$ cat config.mk
export PLATFORM = sky130hd
export DESIGN_NAME = sync_pulse_qualifier
export DESIGN_NICKNAME = d
export VERILOG_FILES = /design/src/rtl/sync_qual_pkg.sv /design/src/rtl/sq_sync2.sv /design/src/rtl/sq_acq.sv /design/src/rtl/sq_track.sv /design/src/rtl/sq_miss.sv /design/src/rtl/sync_pulse_qualifier.sv
export SDC_FILE = /design/constraint.sdc
export NUM_CORES = 1
export LEC_CHECK = 0
export ABC_AREA = 0
export BUFFER_PORTS_ARGS = -buffer_cell sky130_fd_sc_hd__buf_4
export CAP_MARGIN = 30
export CELL_PAD_IN_SITES_DETAIL_PLACEMENT = 1
export CELL_PAD_IN_SITES_GLOBAL_PLACEMENT = 2
export CORE_ASPECT_RATIO = 1.75
export CORE_MARGIN = 10
export CORE_UTILIZATION = 40
export DETAILED_ROUTE_END_ITERATION = 16
export PLACE_DENSITY = 0.92
export SLEW_MARGIN = 20
export SYNTH_ARGS = -nofsm -noshare
export SYNTH_HDL_FRONTEND = slang
export SYNTH_SLANG_ARGS = --single-unit
export TNS_END_PERCENT = 100
$ cat constraint.sdc
create_clock -name clk -period 6 [get_ports clk]
set_clock_uncertainty 0.2 [all_clocks]
set_input_delay 0.6 -clock clk [delete_from_list [all_inputs] [get_ports clk]]
set_output_delay 0.6 -clock clk [all_outputs]
set_load 0.01 [all_outputs]
$ cat src/rtl/sync_qual_pkg.sv
package sync_qual_pkg;

    // Synchronised view of the sync input handed to both engines
    typedef struct packed {
        logic level;   // synchronised input level (1 = no sync)
        logic fall;    // high-to-low transition seen this cycle
    } sync_view_t;

    typedef enum logic [1:0] {
        ACQ_ARM,       // waiting for input high
        ACQ_HUNT,      // armed, waiting for falling edge
        ACQ_MEASURE    // counting low time
    } acq_state_e;

    typedef enum logic [1:0] {
        TRK_IDLE,      // no window open
        TRK_SEEK,      // window running, no edge yet
        TRK_MEASURE,   // edge caught, counting low time
        TRK_HOLD       // decision made, waiting for report point
    } trk_state_e;

    // Bits needed to hold values 0..n
    function automatic int unsigned span_bits(input int unsigned n);
        return (n < 2) ? 1 : $clog2(n + 1);
    endfunction

endpackage

$ cat src/rtl/sq_sync2.sv
module sq_sync2
    import sync_qual_pkg::*;
(
    input  logic       clk,
    input  logic       rst,
    input  logic       raw_n,
    output sync_view_t view
);
    logic meta_q, stable_q, prev_q;

    // Idle level of the line is high; resetting to 1 avoids a false edge
    always_ff @(posedge clk) begin
        if (rst) begin
            meta_q   <= 1'b1;
            stable_q <= 1'b1;
            prev_q   <= 1'b1;
        end else begin
            meta_q   <= raw_n;
            stable_q <= meta_q;
            prev_q   <= stable_q;
        end
    end

    always_comb begin
        view.level = stable_q;
        view.fall  = prev_q & ~stable_q;
    end

endmodule

$ cat src/rtl/sq_acq.sv
module sq_acq
    import sync_qual_pkg::*;
#(
    parameter int unsigned ACQ_MIN = 200,
    parameter int unsigned ERR_W   = 8
) (
    input  logic             clk,
    input  logic             rst,
    input  logic             enable,
    input  sync_view_t       view,
    input  logic [ERR_W-1:0] line_phase,
    output logic             restart,
    output logic             valid,
    output logic [ERR_W-1:0] err
);
    localparam int unsigned CW = span_bits(ACQ_MIN);
    localparam logic [CW-1:0] LAST_CNT = CW'(ACQ_MIN - 1);

    acq_state_e       state_q;
    logic [CW-1:0]    low_cnt_q;
    logic [ERR_W-1:0] cap_q;

    always_ff @(posedge clk) begin
        if (rst || !enable) begin
            state_q   <= ACQ_ARM;
            low_cnt_q <= '0;
            cap_q     <= '0;
            restart   <= 1'b0;
            valid     <= 1'b0;
            err       <= '0;
        end else begin
            restart <= 1'b0;
            valid   <= 1'b0;
            err     <= '0;
            case (state_q)
                ACQ_ARM: begin
                    if (view.level) state_q <= ACQ_HUNT;
                end
                ACQ_HUNT: begin
                    if (view.fall) begin
                        restart   <= 1'b1;
                        cap_q     <= line_phase;
                        low_cnt_q <= CW'(1);
                        state_q   <= ACQ_MEASURE;
                    end
                end
                ACQ_MEASURE: begin
                    if (view.level) begin
                        // too short: equalizing pulse or noise, hunt again
                        state_q <= ACQ_HUNT;
                    end else if (low_cnt_q == LAST_CNT) begin
                        valid   <= 1'b1;
                        err     <= cap_q;
                        state_q <= ACQ_ARM;   // must see high before next edge
                    end else begin
                        low_cnt_q <= low_cnt_q + CW'(1);
                    end
                end
                default: state_q <= ACQ_ARM;
            endcase
        end
    end

    logic lvl;
    assign lvl = view.level;

    assert_restart_single_R2: assert property (@(posedge clk) disable iff (rst)
        restart |=> !restart);

    assert_accept_after_low_R3: assert property (@(posedge clk) disable iff (rst)
        valid |-> $past(!lvl));

endmodule

$ cat src/rtl/sq_track.sv
module sq_track
    import sync_qual_pkg::*;
#(
    parameter int unsigned TRK_MIN  = 100,
    parameter int unsigned HALF_WIN = 96,
    parameter int unsigned ERR_W    = 8
) (
    input  logic             clk,
    input  logic             rst,
    input  logic             enable,
    input  logic             win_open,
    input  sync_view_t       view,
    input  logic [ERR_W-1:0] line_phase,
    output logic             valid,
    output logic             missed,
    output logic [ERR_W-1:0] err
);
    localparam int unsigned WIN_LEN = 2 * HALF_WIN;
    localparam int unsigned RPT     = WIN_LEN + TRK_MIN - 1;
    localparam int unsigned WW      = span_bits(RPT);
    localparam int unsigned LW      = span_bits(TRK_MIN);
    localparam logic [WW-1:0] WIN_END = WW'(WIN_LEN);
    localparam logic [WW-1:0] RPT_C   = WW'(RPT);
    localparam logic [LW-1:0] LAST_LOW = LW'(TRK_MIN - 1);

    trk_state_e       state_q;
    logic [WW-1:0]    wcnt_q;
    logic [LW-1:0]    low_cnt_q;
    logic [ERR_W-1:0] cap_q;
    logic             good_q;

    always_ff @(posedge clk) begin
        if (rst || !enable) begin
            state_q   <= TRK_IDLE;
            wcnt_q    <= '0;
            low_cnt_q <= '0;
            cap_q     <= '0;
            good_q    <= 1'b0;
            valid     <= 1'b0;
            missed    <= 1'b0;
            err       <= '0;
        end else begin
            valid  <= 1'b0;
            missed <= 1'b0;
            err    <= '0;
            if (state_q == TRK_IDLE) begin
                if (win_open) begin
                    state_q <= TRK_SEEK;
                    wcnt_q  <= '0;
                    good_q  <= 1'b0;
                end
            end else if (wcnt_q == RPT_C) begin
                // fixed report point: every window ends in one verdict
                valid   <= good_q;
                missed  <= !good_q;
                err     <= good_q ? cap_q : '0;
                state_q <= TRK_IDLE;
            end else begin
                wcnt_q <= wcnt_q + WW'(1);
                case (state_q)
                    TRK_SEEK: begin
                        if (view.fall && (wcnt_q < WIN_END)) begin
                            cap_q     <= line_phase;
                            low_cnt_q <= LW'(1);
                            state_q   <= TRK_MEASURE;
                        end
                    end
                    TRK_MEASURE: begin
                        if (view.level) begin
                            good_q  <= 1'b0;
                            state_q <= TRK_HOLD;
                        end else if (low_cnt_q == LAST_LOW) begin
                            good_q  <= 1'b1;
                            state_q <= TRK_HOLD;
                        end else begin
                            low_cnt_q <= low_cnt_q + LW'(1);
                        end
                    end
                    default: ;
                endcase
            end
        end
    end

    assert_strobe_single_R12: assert property (@(posedge clk) disable iff (rst)
        (valid || missed) |=> !(valid || missed));

    assert_report_point_R8: assert property (@(posedge clk) disable iff (rst)
        (valid || missed) |-> (wcnt_q == RPT_C && state_q == TRK_IDLE));

endmodule

$ cat src/rtl/sq_miss.sv
module sq_miss
    import sync_qual_pkg::*;
#(
    parameter int unsigned MISS_LIMIT = 32
) (
    input  logic clk,
    input  logic rst,
    input  logic enable,
    input  logic valid,
    input  logic missed,
    output logic resync
);
    localparam int unsigned MW = span_bits(MISS_LIMIT);
    localparam logic [MW-1:0] LAST_MISS = MW'(MISS_LIMIT - 1);

    logic [MW-1:0] miss_cnt_q;

    assign resync = missed && (miss_cnt_q == LAST_MISS);

    always_ff @(posedge clk) begin
        if (rst || !enable) begin
            miss_cnt_q <= '0;
        end else if (valid) begin
            miss_cnt_q <= '0;
        end else if (missed) begin
            miss_cnt_q <= (miss_cnt_q == LAST_MISS) ? '0 : miss_cnt_q + MW'(1);
        end
    end

    assert_count_bound_R10: assert property (@(posedge clk) disable iff (rst)
        miss_cnt_q < MW'(MISS_LIMIT));

endmodule

$ cat src/rtl/sync_pulse_qualifier.sv
module sync_pulse_qualifier
    import sync_qual_pkg::*;
#(
    parameter int unsigned ACQ_MIN    = 200,
    parameter int unsigned TRK_MIN    = 100,
    parameter int unsigned HALF_WIN   = 96,
    parameter int unsigned MISS_LIMIT = 32,
    parameter int unsigned ERR_W      = 8
) (
    input  logic             clk,
    input  logic             rst,
    input  logic             sync_n_raw,
    input  logic             track_en,
    input  logic             win_open,
    input  logic [ERR_W-1:0] line_phase,
    output logic             line_restart,
    output logic             pulse_valid,
    output logic             pulse_missed,
    output logic [ERR_W-1:0] phase_err,
    output logic             resync_req
);
    sync_view_t       view;
    logic             acq_valid, trk_valid, trk_missed;
    logic [ERR_W-1:0] acq_err, trk_err;

    sq_sync2 u_sync (
        .clk   (clk),
        .rst   (rst),
        .raw_n (sync_n_raw),
        .view  (view)
    );

    sq_acq #(
        .ACQ_MIN (ACQ_MIN),
        .ERR_W   (ERR_W)
    ) u_acq (
        .clk        (clk),
        .rst        (rst),
        .enable     (!track_en),
        .view       (view),
        .line_phase (line_phase),
        .restart    (line_restart),
        .valid      (acq_valid),
        .err        (acq_err)
    );

    sq_track #(
        .TRK_MIN  (TRK_MIN),
        .HALF_WIN (HALF_WIN),
        .ERR_W    (ERR_W)
    ) u_track (
        .clk        (clk),
        .rst        (rst),
        .enable     (track_en),
        .win_open   (win_open),
        .view       (view),
        .line_phase (line_phase),
        .valid      (trk_valid),
        .missed     (trk_missed),
        .err        (trk_err)
    );

    sq_miss #(
        .MISS_LIMIT (MISS_LIMIT)
    ) u_miss (
        .clk    (clk),
        .rst    (rst),
        .enable (track_en),
        .valid  (pulse_valid),
        .missed (trk_missed),
        .resync (resync_req)
    );

    // Engines are mutually reset by mode, so their strobes never overlap
    assign pulse_valid  = acq_valid | trk_valid;
    assign pulse_missed = trk_missed;
    assign phase_err    = acq_err | trk_err;

    assert_exclusive_R12: assert property (@(posedge clk) disable iff (rst)
        !(pulse_valid && pulse_missed));

    assert_missed_err_zero_R9: assert property (@(posedge clk) disable iff (rst)
        pulse_missed |-> (phase_err == '0));

    assert_resync_with_miss_R10: assert property (@(posedge clk) disable iff (rst)
        resync_req |-> pulse_missed);

    assert_mode_gate_R13: assert property (@(posedge clk) disable iff (rst)
        $past(!track_en) |-> !pulse_missed);

    assert_no_restart_tracking_R13: assert property (@(posedge clk) disable iff (rst)
        $past(track_en) |-> !line_restart);

endmodule

After elaboration in Yosys (flattened, before gate mapping)
Index checks and enable logic that the tools add are counted.
- register bits: 74
- input bits: 13
- output and inout port bits: 12
- word-level logic and storage cells: 112
- add/subtract/negate cells: 4
- $lt $le $gt $ge: 1
- eq/ne operators: 20
- muxes and demuxes: 32
- bitwise logic cells: 10
- reductions and logical operators: 27
- operator list (kind ; count):
    two-way mux 9 bit ; 3
    two-way mux 8 bit ; 3
    two-way mux 7 bit ; 3
    two-way mux 2 bit ; 10
    one-hot mux 8 bit (2 select lines) ; 1
    AND reduction 4 bit ; 4
    one-hot mux 7 bit (2 select lines) ; 1
    != test 2 bit, second input constant ; 6
    adder 9 x 1 -> 9 bit, second input constant ; 1
    == test 9 bit, second input constant ; 1
    < comparator 9 x 8 -> 1 bit, second input constant ; 1
    adder 8 x 1 -> 8 bit, second input constant ; 1
    == test 8 bit, second input constant ; 1
    two-way mux 1 bit ; 8
    bitwise OR 8 bit ; 1
    OR reduction 4 bit ; 2
    adder 7 x 1 -> 7 bit, second input constant ; 1
    == test 7 bit, second input constant ; 1
    inverter 1 bit ; 7
    adder 6 x 1 -> 6 bit, second input constant ; 1
    == test 6 x 5 -> 1 bit, second input constant ; 1
    two-way mux 6 bit ; 1
    != test 2 x 1 -> 1 bit, second input constant ; 3
    one-hot mux 2 bit (3 select lines) ; 1
    other kinds (20) ; 31

Logic depth before layout (Yosys ltp)
- word-level depth: 7
- mapped depth: 8
- depth with buffers taken out: 7

Hierarchy
From an unflattened synthesis, not the netlist that was laid out.
- cell total of the unflattened synthesis: 339
- area total of the unflattened synthesis: 3159.3 um^2
- modules (own cells, without submodules) (module ; instances ; cells each ; area each (um^2) ; sequential area each (um^2)):
    sq_track ; 1 ; 172 ; 1647.8 ; 740.7
    sq_acq ; 1 ; 121 ; 1089.8 ; 560.5
    sq_miss ; 1 ; 28 ; 269.0 ; 120.1
    sq_sync2 ; 1 ; 8 ; 92.6 ; 60.1
    sync_pulse_qualifier ; 1 ; 10 ; 60.1 ; 0.0

Worst setup path before layout
Ideal clock, no wire load.
- kind: register -> register
- start point: reg u_track.state_q[1]
- end point: reg u_track.low_cnt_q[3]
- library setup time: 70 ps
- arrival: 1778 ps
- data required time: 5730 ps
- path slack: 3952 ps
- stages on the path, launching flop included: 9
- buffers on the path: 2
- period minus slack after synthesis: 2048 ps
- path through: dfxtp_1 > inv_1 > ha_1 > clkbuf_1 > a21oi_2 > o211ai_1 > clkbuf_2 > or3_1 > a21oi_1
- cells in the longest elaborated chain, start to end: 3
- elaborated cells on any way between the ends: 10
- classes of those cells: 5 x eq/ne; 1 x mux; 1 x bitwise; 3 x reduce/logical
- RTL lines (element ; RTL line ; RTL):
    from (decl) ; sq_track.sv:26 ; trk_state_e state_q;
    from (signal assigned) ; sq_track.sv:34 ; state_q <= TRK_IDLE;
    from (signal assigned) ; sq_track.sv:48 ; state_q <= TRK_SEEK;
    from (signal assigned) ; sq_track.sv:57 ; state_q <= TRK_IDLE;
    == test 2 bit, or another cell as far along ; sq_track.sv:60 ; case (state_q)
    != test 2 bit (no line), or another cell as far along ; -- ;
    AND reduction 6 bit (no line) ; -- ;
    to (signal assigned) ; sq_track.sv:76 ; low_cnt_q <= low_cnt_q + LW'(1);
    to (decl) ; sq_track.sv:28 ; logic [LW-1:0] low_cnt_q;
Several ways; a longest one is shown, not always the timed one.
A chain may end at the register's enable or synchronous reset.

Final worst setup path
- start point: reg u_track.wcnt_q[0]
- end point: reg u_track.low_cnt_q[3]
- cells in the longest elaborated chain, start to end: 4
- elaborated cells on any way between the ends: 6
- classes of those cells: 1 x order compare; 2 x eq/ne; 1 x bitwise; 2 x reduce/logical
- RTL lines (element ; RTL line ; RTL):
    from (decl) ; sq_track.sv:27 ; logic [WW-1:0] wcnt_q;
    from (signal assigned) ; sq_track.sv:59 ; wcnt_q <= wcnt_q + WW'(1);
    < comparator 9 x 8 -> 1 bit ; sq_track.sv:62 ; if (view.fall && (wcnt_q < WIN_END)) begin
    logical AND 1 bit ; sq_track.sv:62 ;
    != test 2 x 1 -> 1 bit (no line) ; -- ;
    AND reduction 6 bit (no line) (*) ; -- ;
Mark *: on every way between the ends. The rest lies on a longest branch, timed or not.

==> results.ini <==
[die]
core_area_um2=7280
start_util=0.414
io_pins=25
num_rows=41
fp.dieH_um=135
die_w_um=85.6
die_area_um2=11600

[power_and_ir_drop]
powerDensity_nw_per_um2=294
power_mw=1.04
p_leak_nw=1.30
irDropWorstVdd_uv=216

[sta]
fmax_ghz=0.418
rsz0062_at_grt=no
period_share=0.399
worstMarginPinSlew_ns=0.918
relSlewSlack=0.388
holdWs_ns=0.210
setup_viol=0
drv_slew=0
final_period_minus_worst_setup_slack_ns=2.39
fin_tns_setup_ns=0
finalHoldViolations=0

[grt]
grt_pass1_vias=2525
grtUsageMet2=0.224
use_met1=0.122
grt_antenna_before_repair=0
top_usage_layer=met2
overflow=0
grt_max_degree=17
track_usage=0.124
grt_pass1_wl_um=11700
grtUsageMet3=0.0361

[drt]
vias=2327
vias_per_cell=5.30
ant_nets=0
drt_first_pass_iters=4
routedWlPerCell_um=15.3
drc_errors=0
wl_um=6740
drtIter0Drc=61

[synth]
seq_area_frac_synth=0.491
synth_ff_type=dfxtp_1
syn_area_um2=3020
synth.distinct_cells=48
synth_enable_flop_cells=0
avgSynthCellArea_um2=9.31
syn-instance-count=324
synthArstFlopShare=0
yosys_warnings=0
ys_ff_latch=74
synth_fp_nets=344

[run]
maxCapViolations=0

[clock_tree]
root_buffer=clkbuf_16
htreeDepth=3
clock-sinks=74
clk_latency_ns=0.34
ctsResizeCount=0
path_clk_slew_ns=0.06
cts_setup_buffers=0
hold_buffers=0
cts_tree=built
cts_max_path_buffers=2
cts_buffers=9

[finish]
n_antenna_cell=0
nets=368
drive_gt1_frac=0.178
syn2layout_area_growth_pct=17.6

[setup_path]
cp_num_buf_inv=0
crit_arrival_ns=2.46
critPathCaptureType=flop
max_stage_delay_ns=0.46
start_kind=flop
required_ns=6.07
cp_slowest_cell=or3_1
crit_fanout=12
cp_cell_sequence=ha_1 -> and4bb_4 -> a21oi_2 -> o211ai_1 -> or3_1 -> a21oi_1
critPathKind=flop to flop
cp_top_family=compound AO/OA/AOI/OAI gates

[placement]
io_buffer_count=24
gp_congestion=0.799
dp_hpwl_um=4870

[worst_hold_path]
hold_class=flop to flop

[outcome]
status=finished clean

[layout make-up]
class / instances / area [um2]
Fill cell: 861 / 3740
Clock inverter: 6 / 48.8
Clock buffer: 10 / 239
Inverter: 5 / 18.8
Sequential cell: 74 / 1480
Tap cell: 86 / 108
Timing Repair Buffer: 24 / 180
Multi-Input combinational cell: 234 / 1470
[per-layer routing]
layer | share of wire | wire [um]
met4 | 0.024 | 162
met3 | 0.035 | 234
met5 | 0 | 0
met1 | 0.40 | 2720
met2 | 0.54 | 3620
[synth_stat cells, drive strengths merged (2+ instances only)]
cell type,n,share of area
dfxtp,74,0.49
nor2,37,0.046
nand2,33,0.041
a21oi,21,0.036
and2,16,0.033
or2,15,0.031
nand4,11,0.023
xor2,11,0.032
o21ai,10,0.017
clkbuf,9,0.012
mux2i,9,0.030
nand2b,8,0.017
or3,8,0.017
ha,7,0.029
and3,5,0.010
inv,5,0.0062
nor3,4,0.0066
nand3,3,0.0050
nor2b,3,0.0062
nor3b,3,0.0091
xnor2,3,0.0087
a211oi,2,0.0050
a221oi,2,0.0058
a22oi,2,0.0050
buf,2,0.0033
nand3b,2,0.0050
nand4bb,2,0.0075
[registers in the layout, summed over array words and instances (netlist names), 2 cells and up]
register,cells
u_track.state_q,2
u_track.wcnt_q,9
u_acq.err,8
u_acq.cap_q,8
u_acq.low_cnt_q,8
u_track.low_cnt_q,7
u_acq.state_q,2
u_track.cap_q,8
u_miss.miss_cnt_q,6
u_track.err,8
[logic make-up (layout without fill, tap and decap cells)]
group                      count (synthesis)  after routing  share of synthesized area
xor gates and xnor gates                  14             14                     0.0406
adders and majority gates                  7              7                     0.0290
and+or+nand+nor                          156            156                      0.281
DFF                                       74             74                      0.491
muxes                                      9              9                     0.0299
buffers and inverters                     16             45                     0.0212
AOI/OAI and AO/OA                         48             48                      0.107
[per-stage QoR]
step / setup slack, ns / util / instance area (um2) / cells
after floorplan: 3.95 / - / 3020 / 324
after global placement: 3.61 / 0.447 / 3260 / 423
after detailed placement: 3.58 / 0.447 / 3260 / 423
after CTS: 3.55 / 0.487 / 3550 / 439
after global routing: 3.33 / 0.487 / 3550 / 439
final: 3.61 / 0.487 / 3550 / 439
[where the power goes]
group	internal, mW	switching [mW]	total, mW
combinational	0.0135	0.0216	0.0351
sequential	0.494	0.00225	0.496
clock	0.295	0.218	0.512
[final timing paths]
check	end	startpoint	depth (start not counted)	slack [ns]
worst min register to register	u_sync.stable_q$_SDFF_PP1_	u_sync.meta_q$_SDFF_PP1_	1	0.21
worst max-delay path	u_track.low_cnt_q[3]$_SDFFE_PP0P_	u_track.wcnt_q[0]$_SDFFE_PP0P_	6	3.61
worst max register to register	u_track.low_cnt_q[3]$_SDFFE_PP0P_	u_track.wcnt_q[0]$_SDFFE_PP0P_	6	3.61
worst min-delay path	u_sync.stable_q$_SDFF_PP1_	u_sync.meta_q$_SDFF_PP1_	1	0.21
[layout by cell type, fill, tap and decap left out, drive strengths merged, types with 3 or more instances in the layout]
cell type	n
nor3	4
o21ai	10
a21oi	21
nand3	3
dfxtp	74
ha	7
xor2	11
clkbuf	10
inv	7
nor3b	3
and2	16
or3	8
clkinvlp	3
or2	15
nand2	33
nor2	37
xnor2	3
and3	5
buf	24
nand2b	8
nand4	11
nor2b	3
mux2i	9
[worst reg2reg max path, stage by stage (launching register included)]
cell      delay [ns]
dfxtp_1         0.34
ha_1            0.29
and4bb_4        0.26
a21oi_2         0.29
o211ai_1        0.37
or3_1           0.46
a21oi_1         0.14
Power figures use the tool's default switching activity.
